### src/rtl/mac_res_pkg.sv
`timescale 1ns/1ps
// Package: shared helpers for the residue-checked MAC cell.
// Assumes moduli are small positive constants known at elaboration.
package mac_res_pkg;
    // Residue register width needed for a modulus.
    function automatic int res_bits(input int m);
        return $clog2(m);
    endfunction

    // True when the value is a power of two (forbidden as a modulus).
    function automatic bit is_pow2(input int m);
        return (m > 0) && ((m & (m - 1)) == 0);
    endfunction

    // Greatest common divisor, used to confirm coprime moduli.
    function automatic int gcd(input int x, input int y);
        int p;
        int q;
        int t;
        p = x;
        q = y;
        while (q != 0) begin
            t = p % q;
            p = q;
            q = t;
        end
        return p;
    endfunction
endpackage

### src/rtl/mac_res_reduce.sv
`timescale 1ns/1ps
// Module: binary-to-residue converter.
// Reduces an unsigned binary word modulo a constant. Purely combinational.
// Assumes MOD is not a power of two and RES_W can hold MOD-1.
module mac_res_reduce #(
    parameter int IN_W  = 16,
    parameter int MOD   = 15,
    parameter int RES_W = 4
) (
    input  logic [IN_W-1:0]  din,
    output logic [RES_W-1:0] res
);
    // Constant modulo of the zero-extended word.
    always_comb begin
        res = RES_W'(32'(din) % MOD);
    end
endmodule

### src/rtl/mac_res_modmac.sv
`timescale 1ns/1ps
// Module: modular multiply-add unit of the shadow datapath.
// Registers (rc + ra*rb) mod MOD each cycle; inputs must already be residues.
module mac_res_modmac #(
    parameter int MOD   = 15,
    parameter int RES_W = 4
) (
    input  logic             clk,
    input  logic             rst_n,
    input  logic [RES_W-1:0] ra,
    input  logic [RES_W-1:0] rb,
    input  logic [RES_W-1:0] rc,
    output logic [RES_W-1:0] rq
);
    localparam int WIDE_W = 2 * RES_W + 1;

    logic [WIDE_W-1:0] wide;
    logic [RES_W-1:0]  next_r;

    // Full-width modular sum before reduction.
    always_comb begin
        wide   = WIDE_W'(ra) * WIDE_W'(rb) + WIDE_W'(rc);
        next_r = RES_W'(32'(wide) % MOD);
    end

    // Shadow residue register, cleared in reset.
    always_ff @(posedge clk) begin
        if (!rst_n) rq <= '0;
        else        rq <= next_r;
    end

    // support: the shadow residue always stays inside the modulus range.
    p_shadow_range_r2: assert property (@(posedge clk) disable iff (!rst_n)
        32'(rq) < MOD);
endmodule

### src/rtl/mac_res_syndrome.sv
`timescale 1ns/1ps
// Module: syndrome generator for one modulus.
// Forms (binary residue - shadow residue) mod MOD and flags a non-zero value.
// Assumes both inputs are already reduced below MOD.
module mac_res_syndrome #(
    parameter int MOD   = 15,
    parameter int RES_W = 4
) (
    input  logic             clk,
    input  logic             rst_n,
    input  logic [RES_W-1:0] bin_res,
    input  logic [RES_W-1:0] shd_res,
    output logic [RES_W-1:0] syn,
    output logic             nz
);
    // Modular difference without a negative intermediate.
    always_comb begin
        syn = RES_W'((32'(bin_res) + MOD - 32'(shd_res)) % MOD);
        nz  = (syn != '0);
    end

    // support: a zero syndrome means both residues agree.
    p_syn_zero_r4: assert property (@(posedge clk) disable iff (!rst_n)
        !nz |-> (bin_res == shd_res));
endmodule

### src/rtl/mac_res_cell.sv
`timescale 1ns/1ps
// Module: residue-checked multiply-accumulate cell (top).
// Forwards both operands, outputs c_in + a*b one cycle later, and flags a
// residue mismatch for valid samples one cycle after that. The checker
// reduces the full sum including its carry bit, so accumulator wrap is not
// mistaken for a fault. Assumes 2*OP_W <= ACC_W and that MOD0 and MOD1 are
// coprime and not powers of two.
module mac_res_cell #(
    parameter int OP_W  = 8,
    parameter int ACC_W = 16,
    parameter int MOD0  = 15,
    parameter int MOD1  = 31
) (
    input  logic             clk,
    input  logic             rst_n,
    input  logic             valid_in,
    input  logic [OP_W-1:0]  a_in,
    input  logic [OP_W-1:0]  b_in,
    input  logic [ACC_W-1:0] c_in,
    input  logic [ACC_W-1:0] fault_mask,
    output logic [OP_W-1:0]  a_out,
    output logic [OP_W-1:0]  b_out,
    output logic [ACC_W-1:0] c_out,
    output logic             err_out
);
    import mac_res_pkg::*;

    localparam int SUM_W = ACC_W + 1;
    localparam int NMOD  = 2;

    logic [ACC_W-1:0] prod_f;
    logic [SUM_W-1:0] sum_d;
    logic [SUM_W-1:0] sum_q;
    logic             vld_q;
    logic [NMOD-1:0]  nz;

    // Binary product with the test mask applied, then the full-width sum.
    always_comb begin
        prod_f = (ACC_W'(a_in) * ACC_W'(b_in)) ^ fault_mask;
        sum_d  = SUM_W'(c_in) + SUM_W'(prod_f);
    end

    // Binary datapath registers: operands, sum with carry, valid tag.
    always_ff @(posedge clk) begin
        if (!rst_n) begin
            a_out <= '0;
            b_out <= '0;
            sum_q <= '0;
            vld_q <= 1'b0;
        end else begin
            a_out <= a_in;
            b_out <= b_in;
            sum_q <= sum_d;
            vld_q <= valid_in;
        end
    end

    assign c_out = sum_q[ACC_W-1:0];

    // One shadow path and one checker per modulus.
    for (genvar g = 0; g < NMOD; g++) begin : g_mod
        localparam int M  = (g == 0) ? MOD0 : MOD1;
        localparam int RW = res_bits(M);

        logic [RW-1:0] ra;
        logic [RW-1:0] rb;
        logic [RW-1:0] rc;
        logic [RW-1:0] shd;
        logic [RW-1:0] bres;
        logic [RW-1:0] syn;

        mac_res_reduce #(.IN_W(OP_W), .MOD(M), .RES_W(RW)) i_red_a (
            .din(a_in), .res(ra));
        mac_res_reduce #(.IN_W(OP_W), .MOD(M), .RES_W(RW)) i_red_b (
            .din(b_in), .res(rb));
        mac_res_reduce #(.IN_W(ACC_W), .MOD(M), .RES_W(RW)) i_red_c (
            .din(c_in), .res(rc));
        mac_res_modmac #(.MOD(M), .RES_W(RW)) i_mac (
            .clk(clk), .rst_n(rst_n), .ra(ra), .rb(rb), .rc(rc), .rq(shd));
        mac_res_reduce #(.IN_W(SUM_W), .MOD(M), .RES_W(RW)) i_red_out (
            .din(sum_q), .res(bres));
        mac_res_syndrome #(.MOD(M), .RES_W(RW)) i_syn (
            .clk(clk), .rst_n(rst_n), .bin_res(bres), .shd_res(shd),
            .syn(syn), .nz(nz[g]));
    end

    // Error flag register, qualified by the delayed valid tag.
    always_ff @(posedge clk) begin
        if (!rst_n) err_out <= 1'b0;
        else        err_out <= vld_q && (|nz);
    end

    // operands are forwarded unchanged one cycle later.
    p_forward_r1: assert property (@(posedge clk) disable iff (!rst_n)
        $past(rst_n) |-> (a_out == $past(a_in)) && (b_out == $past(b_in)));

    // unmasked samples give the plain multiply-add.
    p_sum_r2: assert property (@(posedge clk) disable iff (!rst_n)
        ($past(rst_n) && ($past(fault_mask) == '0)) |->
        (c_out == ACC_W'($past(c_in) + ACC_W'($past(a_in)) * ACC_W'($past(b_in)))));

    // clean valid samples never raise the flag.
    p_clean_r5: assert property (@(posedge clk) disable iff (!rst_n)
        ($past(rst_n, 2) && $past(rst_n) && ($past(fault_mask, 2) == '0)) |-> !err_out);

    // samples not marked valid never raise the flag.
    p_quiet_r6: assert property (@(posedge clk) disable iff (!rst_n)
        ($past(rst_n, 2) && $past(rst_n) && !$past(valid_in, 2)) |-> !err_out);
endmodule

### config.mk
export PLATFORM = sky130hd
export DESIGN_NAME = mac_res_cell
export DESIGN_NICKNAME = d
export VERILOG_FILES = /design/src/rtl/mac_res_pkg.sv /design/src/rtl/mac_res_reduce.sv /design/src/rtl/mac_res_modmac.sv /design/src/rtl/mac_res_syndrome.sv /design/src/rtl/mac_res_cell.sv
export SDC_FILE = /design/constraint.sdc
export NUM_CORES = 1
export LEC_CHECK = 0
export ABC_AREA = 1
export BUFFER_PORTS_ARGS = -buffer_cell sky130_fd_sc_hd__buf_2
export CAP_MARGIN = 5
export CORE_ASPECT_RATIO = 0.6
export CORE_MARGIN = 10
export CORE_UTILIZATION = 45
export CTS_CLUSTER_SIZE = 40
export DETAILED_ROUTE_END_ITERATION = 6
export PLACE_DENSITY = 0.72
export SLEW_MARGIN = 0
export SYNTH_ARGS = -nofsm -noshare
export SYNTH_HDL_FRONTEND = slang
export SYNTH_SLANG_ARGS = --single-unit
### constraint.sdc
create_clock -name clk -period 35.6 [get_ports clk]
set_clock_uncertainty 0.2 [all_clocks]
set_input_delay 3.56 -clock clk [delete_from_list [all_inputs] [get_ports clk]]
set_output_delay 3.56 -clock clk [all_outputs]
set_load 0.01 [all_outputs]
### Word-level counts from Yosys, hierarchy flattened

Cells that the tools add are included.

* register bits after elaboration: 44
* input port bits: 51
* output and inout bits: 33
* word-level logic and storage cells: 34

* $add $sub $neg: 7
* $mul: 3
* divide/modulo/power cells: 12
* bitwise gates (word level): 1
* reductions and logical operators: 4

Operators by type and width (number)
* $mod A8 B4 Y32 const B: 2
* $mod A8 B5 Y32 const B: 2
* $mod A11 B5 Y32 const B: 1
* $mod A16 B4 Y32 const B: 1
* $mod A16 B5 Y32 const B: 1
* $mod A17 B4 Y32 const B: 1
* $mod A17 B5 Y32 const B: 1
* $mod A32 B4 Y32 const B: 1
* $mod A32 B5 Y32 const B: 1
* $mod A9 B4 Y32 const B: 1
* $sub A32 B4 Y32: 1
* $sub A32 B5 Y32: 1
* $add A16 B16 Y17: 1
* $mul A8 B8 Y16: 1
* $xor A16 B16 Y16: 1
* $add A10 B5 Y11: 1
* $mul A5 B5 Y10: 1
* $add A8 B4 Y9: 1
* $mul A4 B4 Y8: 1
* $add A5 B5 Y6 const B: 1
* $add A4 B4 Y5 const B: 1
* $reduce_bool A5 Y1: 1
* $reduce_bool A4 Y1: 1
* $reduce_or A2 Y1: 1
* $logic_and A1 B1 Y1: 1

### Longest topological paths before layout

Gate-level depths: netlist of the first run.

* word-level depth: 7
* gate-level depth with buffers: 149
* gate-level depth less buffers: 149

### Modules after synthesis

Synthesis of the first run repeated with hierarchy kept, for this count alone.

* cells, all modules: 3536
* area, all modules: 21007.6 µm²

Modules (own cells, without submodules)
* mac_res_cell: times used 1, cells an instance 669, area an instance 4533.1 µm², seq. area each 700.7 µm²
* mac_res_modmac (g_mod[1].i_mac): times used 1, cells an instance 404, area an instance 2565.0 µm², seq. area each 100.1 µm²
* mac_res_reduce (g_mod[1].i_red_out): times used 1, cells an instance 383, area an instance 2135.8 µm², seq. area each 0.0 µm²
* mac_res_reduce (g_mod[1].i_red_c): times used 1, cells an instance 397, area an instance 2127.0 µm², seq. area each 0.0 µm²
* mac_res_reduce (g_mod[0].i_red_c): times used 1, cells an instance 388, area an instance 2113.3 µm², seq. area each 0.0 µm²
* mac_res_reduce (g_mod[0].i_red_out): times used 1, cells an instance 317, area an instance 1714.1 µm², seq. area each 0.0 µm²
* mac_res_modmac (g_mod[0].i_mac): times used 1, cells an instance 261, area an instance 1646.6 µm², seq. area each 80.1 µm²
* mac_res_reduce (g_mod[1].i_red_a ...): times used 2, cells an instance 139, area an instance 797.0 µm², seq. area each 0.0 µm²
* mac_res_reduce (g_mod[0].i_red_a ...): times used 2, cells an instance 121, area an instance 695.7 µm², seq. area each 0.0 µm²
* mac_res_syndrome (g_mod[1].i_syn): times used 1, cells an instance 113, area an instance 696.9 µm², seq. area each 0.0 µm²
* mac_res_syndrome (g_mod[0].i_syn): times used 1, cells an instance 84, area an instance 490.5 µm², seq. area each 0.0 µm²

### Least setup slack after synthesis of the first run

No wires, ideal clock.

* path kind: input to register
* start point: input port c_in[14]
* end point: register g_mod[1].i_mac.rq[3]
* setup time: 0.119 ns
* arrival: 19.440 ns
* required time: 35.281 ns
* path slack: 15.841 ns
* stages: 134
* path buffers: 0
* cells stage by stage: nand2_1 -> nor2_4 -> nand2_2 -> inv_1 -> ha_1 -> o21ai_2 -> nand3_1 -> nand2_1 -> nand2_2 -> nor3_1 -> nand3_2 -> nand3_2 -> nand2_1 -> inv_2 -> nand2_2 -> o21ai_2 -> inv_1 -> nand3_1 -> [98 not listed] -> inv_1 -> nor2_1 -> o21ai_0 -> nor2_1 -> inv_1 -> nor2_1 -> inv_1 -> o31ai_1 -> xor2_1 -> ha_1 -> inv_1 -> nor4_1 -> nor2_1 -> and3_1 -> nor2_1 -> nand3_1 -> o21ai_0 -> a21oi_1

* longest elaborated chain between the ends: 3

Ends and longest elaborated chain
* start, declared: RTL line mac_res_cell.sv:19 `input logic [ACC_W-1:0] c_in,`
* $mod A16 B5 Y32: RTL line mac_res_reduce.sv:15 `res = RES_W'(32'(din) % MOD);`
* $add A10 B5 Y11: RTL line mac_res_modmac.sv:22 `wide = WIDE_W'(ra) * WIDE_W'(rb) + WIDE_W'(rc);`
* $mod A11 B5 Y32: RTL line mac_res_modmac.sv:23 `next_r = RES_W'(32'(wide) % MOD);`
* end signal, assigned: RTL line mac_res_modmac.sv:29 `else rq <= next_r;`
* end, declared: RTL line mac_res_modmac.sv:13 `output logic [RES_W-1:0] rq`

Every way passes these cells.
A chain may end at the register's enable or synchronous reset.

### Final worst setup path of the first run

* start point: input port c_in[12]
* end point: register g_mod[1].i_mac.rq[4]

Same word-level chain as after synthesis.

==> flow_metrics.env, run 1 <==
export IMPL_cap_violations=0
export IMPL_finalSetupTns_ns=0
export IMPL_grt_util_all_layers_pct=17.74
export IMPL_maxSlewHeadroom_pct=46.22
export IMPL_worstSetupEndpointType="flip-flop"
export IMPL_cts_setup_buffers=0
export IMPL_core_area_um2=36420
export IMPL_setup_viol=0
export IMPL_fmax_mhz=44.51
export IMPL_cts_made_buffers=5
export IMPL_post_route_period_util_pct=63.11
export IMPL_critPathMaxStageDelay_ns=0.57
export IMPL_synth_edf_count=0
export IMPL_cts_resized=0
export IMPL_synth_cell_types=73
export IMPL_rsz0062_at_grt="false"
export IMPL_fin_crit_ns=22.47
export IMPL_io_pins=84
export IMPL_hold_viol=0
export IMPL_syn_instance_count=2785
export IMPL_drive_above_1_share_pct=16.64
export IMPL_worstMarginPinSlew_ns=0.8067
export IMPL_ys_seq_elements=44
export IMPL_grt_overflow_total=0
export IMPL_worstSetupEndpoint="g_mod[1].i_mac.rq[4]"
export IMPL_vias_per_cell=5.075
export IMPL_rows=54
export IMPL_syn_nets=3035
export IMPL_die_h_um=169.0
export IMPL_r2r_slack_ns=23.55
export IMPL_outcome="finished clean"
export IMPL_portBuffers=83
export IMPL_yosys_area_top_type="nand2_1"
export IMPL_clock_path_buffers=2
export IMPL_finalWeightedCongestion=0.9069
export IMPL_syn_cell_area_um2=16660
export IMPL_nets=3086
export IMPL_antenna_found_initial=5
export IMPL_grt_max_degree=38
export IMPL_postRouteAntennaNets=0
export IMPL_path_common_cell="nand2_1"
export IMPL_drv_slew=0
export IMPL_hpwl_um=34900
export IMPL_root_buffer="clkbuf_16"
export IMPL_async_reset_ff_share_pct=0
export IMPL_start_kind="input pin"
export IMPL_synth_top_area_share_pct=15.17
export IMPL_ff2ff_path_depth=92
export IMPL_synth_flop_cell="dfxtp_1"
export IMPL_num_vias=16820
export IMPL_synth_most_common_cell="nand2_1"
export IMPL_criticalPathCategory="in2reg"
export IMPL_synthTopCellsByCount="nand2_1 (673), inv_1 (517), nor2_1 (251)"
export IMPL_grt_pass1_vias=15390
export IMPL_cts_tree="built"
export IMPL_avgRoutedWirePerCell_um=12.28
export IMPL_hold_path_class="reg2reg"
export IMPL_dr_pass1_iters=6
export IMPL_required_ns=35.63
export IMPL_ys_warnings_count=0
export IMPL_drcViolationCount=0
export IMPL_clkSlewWorstSetupHoldPaths_ns=0.07
export IMPL_area_delta_synth_final_pct=5.529
export IMPL_timing_rr_end="err_out"
export IMPL_synthTopCellsByArea="nand2_1 (15%), inv_1 (12%), ha_1 (10%)"
export IMPL_clk_latency_ns=0.33
export IMPL_synth_seq_area_share_pct=5.288
export IMPL_r2r_start="sum_q[12]"
export IMPL_synth_avg_cell_area_um2=5.981
export IMPL_fp_dieW_um=268.4
export IMPL_cts_sinks=44
export IMPL_finalWirelength_um=40710
export IMPL_htreeDepth=2
export IMPL_crit_start="c_in[12]"
export IMPL_die_area_um2=45360
export IMPL_start_util_pct=45.74
export IMPL_grt_pass1_wl_um=69430
export IMPL_postCtsHoldBufs=0
export IMPL_dr_first_iter_drc_count=1240
export IMPL_slowest_stage="o31ai_1"
export IMPL_crit_fanout=13
export IMPL_fillers=3687
export IMPL_critical_path_arrival_ns=22.50
-- critical path: cells and delay by family --
family,cells,cell delay (ns)
AOI/OAI and AO/OA,13,2.69
buffers and inverters,23,1.54
xor gates and xnor gates,6,1.47
adders and majority gates,9,2.86
and+or+nand+nor,83,10.33
-- how the worst min path moves through the flow --
stage	to	startpoint	cells after the start	slack, ns
3_5_place_dp	err_out	vld_q	2	0.21
6_report	err_out	vld_q	2	0.22
2_1_floorplan	err_out	vld_q	2	0.20
5_1_grt	err_out	vld_q	2	0.27
3_3_place_gp	err_out	vld_q	2	0.21
4_1_cts	err_out	vld_q	2	0.22
-- state kept, by name (all words and copies together), names as in the netlist --
signal and flops:
b_out 8, err_out 1, g_mod.i_mac.rq 9, sum_q 17, a_out 8, vld_q 1
-- cell type report --
cell class | count | area, um2 | share of cell area [%]
diodes | 3 | 7.507 | 0.04271
clock buffers | 5 | 125.1 | 0.7118
clock inverters | 2 | 12.51 | 0.07118
inverters | 587 | 2210 | 12.57
multi-input cells | 2115 | 13330 | 75.84
flip-flops and latches | 44 | 880.8 | 5.011
well taps | 476 | 595.6 | 3.388
repair buffers | 83 | 415.4 | 2.363
-- stage by stage --
step | setup WS (ns) | std cells | area, um2 | util (%) | hold slack, ns
5_1_grt | 11.19 | 3315 | 17580 | 48.27 | 0.2672
6_report | 13.13 | 3315 | 17580 | 48.27 | 0.2220
4_1_cts | 13.50 | 3312 | 17570 | 48.24 | 0.2248
3_3_place_gp | 14.30 | 3305 | 17430 | 47.87 | 0.2061
3_5_place_dp | 13.24 | 3305 | 17430 | 47.87 | 0.2142
2_1_floorplan | 15.84 | 2785 | 16660 | - | 0.2006
-- placed cells by master (no fill, tap or decap), drive strengths merged, types with 13 or more instances in the layout --
cell type / count
nor2: 319
nor3: 48
buf: 83
nand4: 58
or2: 17
a21oi: 80
nand3: 185
o21ai: 180
dfxtp: 44
fa: 60
o21bai: 13
xnor2: 31
nand2: 800
xor2: 110
ha: 139
inv: 580
-- routing by layer --
layer  track usage, %  part of all wire, %  up-vias
li1                 -                    -     8803
met1            24.99                   50     7561
met2            27.50                   42      423
met3            3.430                  6.5       35
met4            3.675                  1.5        0
met5                0                    0        -
-- logic make-up after synthesis --
kind of cell	after synthesis	share of synthesized area (%)
DFF	44	5.288
and+or+nand+nor	1451	43.04
xor gates and xnor gates	141	7.550
buffers and inverters	626	14.68
AOI/OAI and AO/OA	324	11.79
adders and majority gates	199	17.65
Power of run 1 is left out: the tool's default activity adds up to more than one toggle a clock period on the data nets, which glitch-free logic cannot reach.
==> run 2: changes to the inputs <==
--- a/config.mk
+++ b/config.mk
@@ -5,7 +5,7 @@
 export SDC_FILE = /design/constraint.sdc
 export NUM_CORES = 1
 export LEC_CHECK = 0
-export ABC_AREA = 1
+export ABC_AREA = 0
 export BUFFER_PORTS_ARGS = -buffer_cell sky130_fd_sc_hd__buf_2
 export CAP_MARGIN = 5
 export CORE_ASPECT_RATIO = 0.6
@@ -13,7 +13,7 @@
 export CORE_UTILIZATION = 45
 export CTS_CLUSTER_SIZE = 40
 export DETAILED_ROUTE_END_ITERATION = 6
-export PLACE_DENSITY = 0.72
+export PLACE_DENSITY = 0.71
 export SLEW_MARGIN = 0
 export SYNTH_ARGS = -nofsm -noshare
 export SYNTH_HDL_FRONTEND = slang
==> constraint.sdc (replaced) <==
create_clock -name clk -period 21 [get_ports clk]
set_clock_uncertainty 0.2 [all_clocks]
set_input_delay 2.1 -clock clk [delete_from_list [all_inputs] [get_ports clk]]
set_output_delay 2.1 -clock clk [all_outputs]
set_load 0.01 [all_outputs]
==> flow_metrics.env, run 2 <==
export IMPL_outcome="finished clean"
export IMPL_root_buffer="clkbuf_16"
export IMPL_synth_edf_count=0
export IMPL_largest_register_ffs=17
export IMPL_cts_made_buffers=5
export IMPL_worstSetupEndpointType="flip-flop"
export IMPL_num_vias=18930
export IMPL_synth_cell_types=131
export IMPL_dr_first_iter_drc_count=1499
export IMPL_fin_crit_ns=19.58
export IMPL_drive_above_1_share_pct=9.996
export IMPL_slowest_stage="fa_1"
export IMPL_syn_instance_count=2540
export IMPL_synth_flop_cell="dfxtp_1"
export IMPL_fmax_mhz=51.06
export IMPL_io_pins=84
export IMPL_final_common_cell="nand2_1"
export IMPL_die_area_um2=49300
export IMPL_grt_util_all_layers_pct=19.58
export IMPL_vias_per_cell=6.238
export IMPL_finalWeightedCongestion=0.9252
export IMPL_critPathMaxStageDelay_ns=0.52
export IMPL_synth_seq_area_share_pct=4.824
export IMPL_mostFrequentLayoutCells="nand2_1 (237), nor2_1 (183), inv_1 (166)"
export IMPL_die_h_um=176.0
export IMPL_postRouteAntennaNets=0
export IMPL_setup_viol=0
export IMPL_async_reset_ff_share_pct=0
export IMPL_area_delta_synth_final_pct=4.324
export IMPL_grt_max_degree=45
export IMPL_postCtsHoldBufs=0
export IMPL_yosys_area_top_type="ha_1"
export IMPL_synth_top_area_share_pct=9.524
export IMPL_clk_latency_ns=0.30
export IMPL_cts_sinks=44
export IMPL_synth_avg_cell_area_um2=7.189
export IMPL_drcViolationCount=0
export IMPL_hpwl_um=40170
export IMPL_cap_violations=0
export IMPL_drv_slew=0
export IMPL_grt_pass1_vias=17520
export IMPL_core_area_um2=40290
export IMPL_worstMarginPinSlew_ns=0.9523
export IMPL_nets=2750
export IMPL_start_kind="input pin"
export IMPL_clkSlewWorstSetupHoldPaths_ns=0.07
export IMPL_synthTopCellsByCount="nand2_1 (237), nor2_1 (184), inv_1 (166)"
export IMPL_post_route_period_util_pct=93.26
export IMPL_critPathTopFamily="simple AND/OR/NAND/NOR gates"
export IMPL_critical_path_arrival_ns=19.58
export IMPL_fp_dieW_um=280.1
export IMPL_rows=57
export IMPL_avgRoutedWirePerCell_um=16.74
export IMPL_grt_overflow_total=0
export IMPL_start_util_pct=45.32
export IMPL_synth_most_common_cell="nand2_1"
export IMPL_syn_cell_area_um2=18260
export IMPL_cp_num_buf_inv=4
export IMPL_dp_worst_setup_slack_ns=-0.5028
export IMPL_synthTopCellsByArea="ha_1 (9.5%), fa_1 (6.6%), xnor2_1 (5.3%)"
export IMPL_required_ns=20.99
export IMPL_portBuffers=83
export IMPL_ys_seq_elements=44
export IMPL_dr_pass1_iters=6
export IMPL_syn_nets=2790
export IMPL_grt_pass1_wl_um=84770
export IMPL_cts_tree="built"
export IMPL_antenna_found_initial=2
export IMPL_criticalPathCategory="in2reg"
export IMPL_hold_viol=0
export IMPL_ys_warnings_count=0
export IMPL_reg_largest_list="sum_q: 17 flops, g_mod.i_mac.rq: 9 flops"
export IMPL_crit_fanout=18
export IMPL_htreeDepth=2
export IMPL_setup_ws_ns=1.415
export IMPL_hold_path_class="reg2reg"
export IMPL_finalWirelength_um=50790
export IMPL_largest_register="sum_q"
export IMPL_clock_path_buffers=2
export IMPL_maxSlewHeadroom_pct=36.43
==> run 2: cell count changes in the layout (fill, tap and decap cells not counted), sizes merged, moves of 44 or more <==
| cell | change |
|---|---|
| o21ai | -48 |
| a21o | +44 |
| inv | -413 |
| xnor2 | +81 |
| nand3 | -110 |
| nand2 | -560 |
| and2 | +96 |
| mux2i | +62 |
| nor2 | -134 |
| a21oi | +83 |
==> run 2: per-layer routing <==
metal	GRT usage (%)	vias to the layer above	share of wire, %
li1	-	9200	-
met1	27.68	8901	47
met5	0	-	0.024
met2	31.78	762	45
met4	4.759	2	1.7
met3	1.476	62	6.5
==> run 2: cell type report <==
type | count | area (um2)
antenna | 2 | 5.005
sequential | 44 | 880.8
multi-input combinational | 2186 | 16190
fill | 3920 | 21240
inverter | 168 | 630.6
timing repair buffer | 95 | 508.0
clock buffer | 5 | 125.1
clock inverter | 3 | 46.29
tap | 531 | 664.4
==> run 2: cell families after synthesis <==
group	count (synthesis)	share of synthesized area, %
buf+inv	310	7.304
fa+ha+maj	215	16.98
xor+xnor	182	8.770
simple gates	945	27.04
flops	44	4.824
compound gates	758	29.94
mux	86	5.146
==> run 2: timing repair <==
| item | CTS | global route |
|---|---|---|
| pin swaps | 0 | 5 |
| hold endpoints to repair | 0 | 0 |
| setup buffers | 0 | 6 |
| resized for setup | 2 | 31 |
| setup endpoints to repair | 5 | 5 |
==> run 2: worst paths after layout <==
path | startpoint | endpoint | slack [ns] | depth (start not counted)
hold reg to reg | vld_q | err_out | 0.25 | 2
setup / recovery | c_in[13] | g_mod[1].i_mac.rq[3] | 1.42 | 76
hold / removal | vld_q | err_out | 0.25 | 2
setup reg to reg | sum_q[16] | err_out | 5.41 | 57
==> run 2: stage by stage <==
step | cell area [um2] | hold WS, ns | std cells | utilization (%) | setup TNS (ns)
final | 19050 | 0.2527 | 3034 | 47.28 | 0
after floorplan | 18260 | 0.2192 | 2540 | - | 0
after global placement | 18680 | 0.2331 | 3018 | 46.37 | 0
after global routing | 19050 | 0.2889 | 3033 | 47.27 | -0.1432
after CTS | 18870 | 0.2498 | 3026 | 46.82 | 0
after detailed placement | 18680 | 0.2404 | 3018 | 46.37 | -1.925
==> run 2: tightest hold or removal path: cells and delay by family (launching register included) <==
kind | cells | cell delay [ns]
compound gates | 2 | 0.11
flops | 1 | 0.30
Power of run 2 is left out for the same reason.
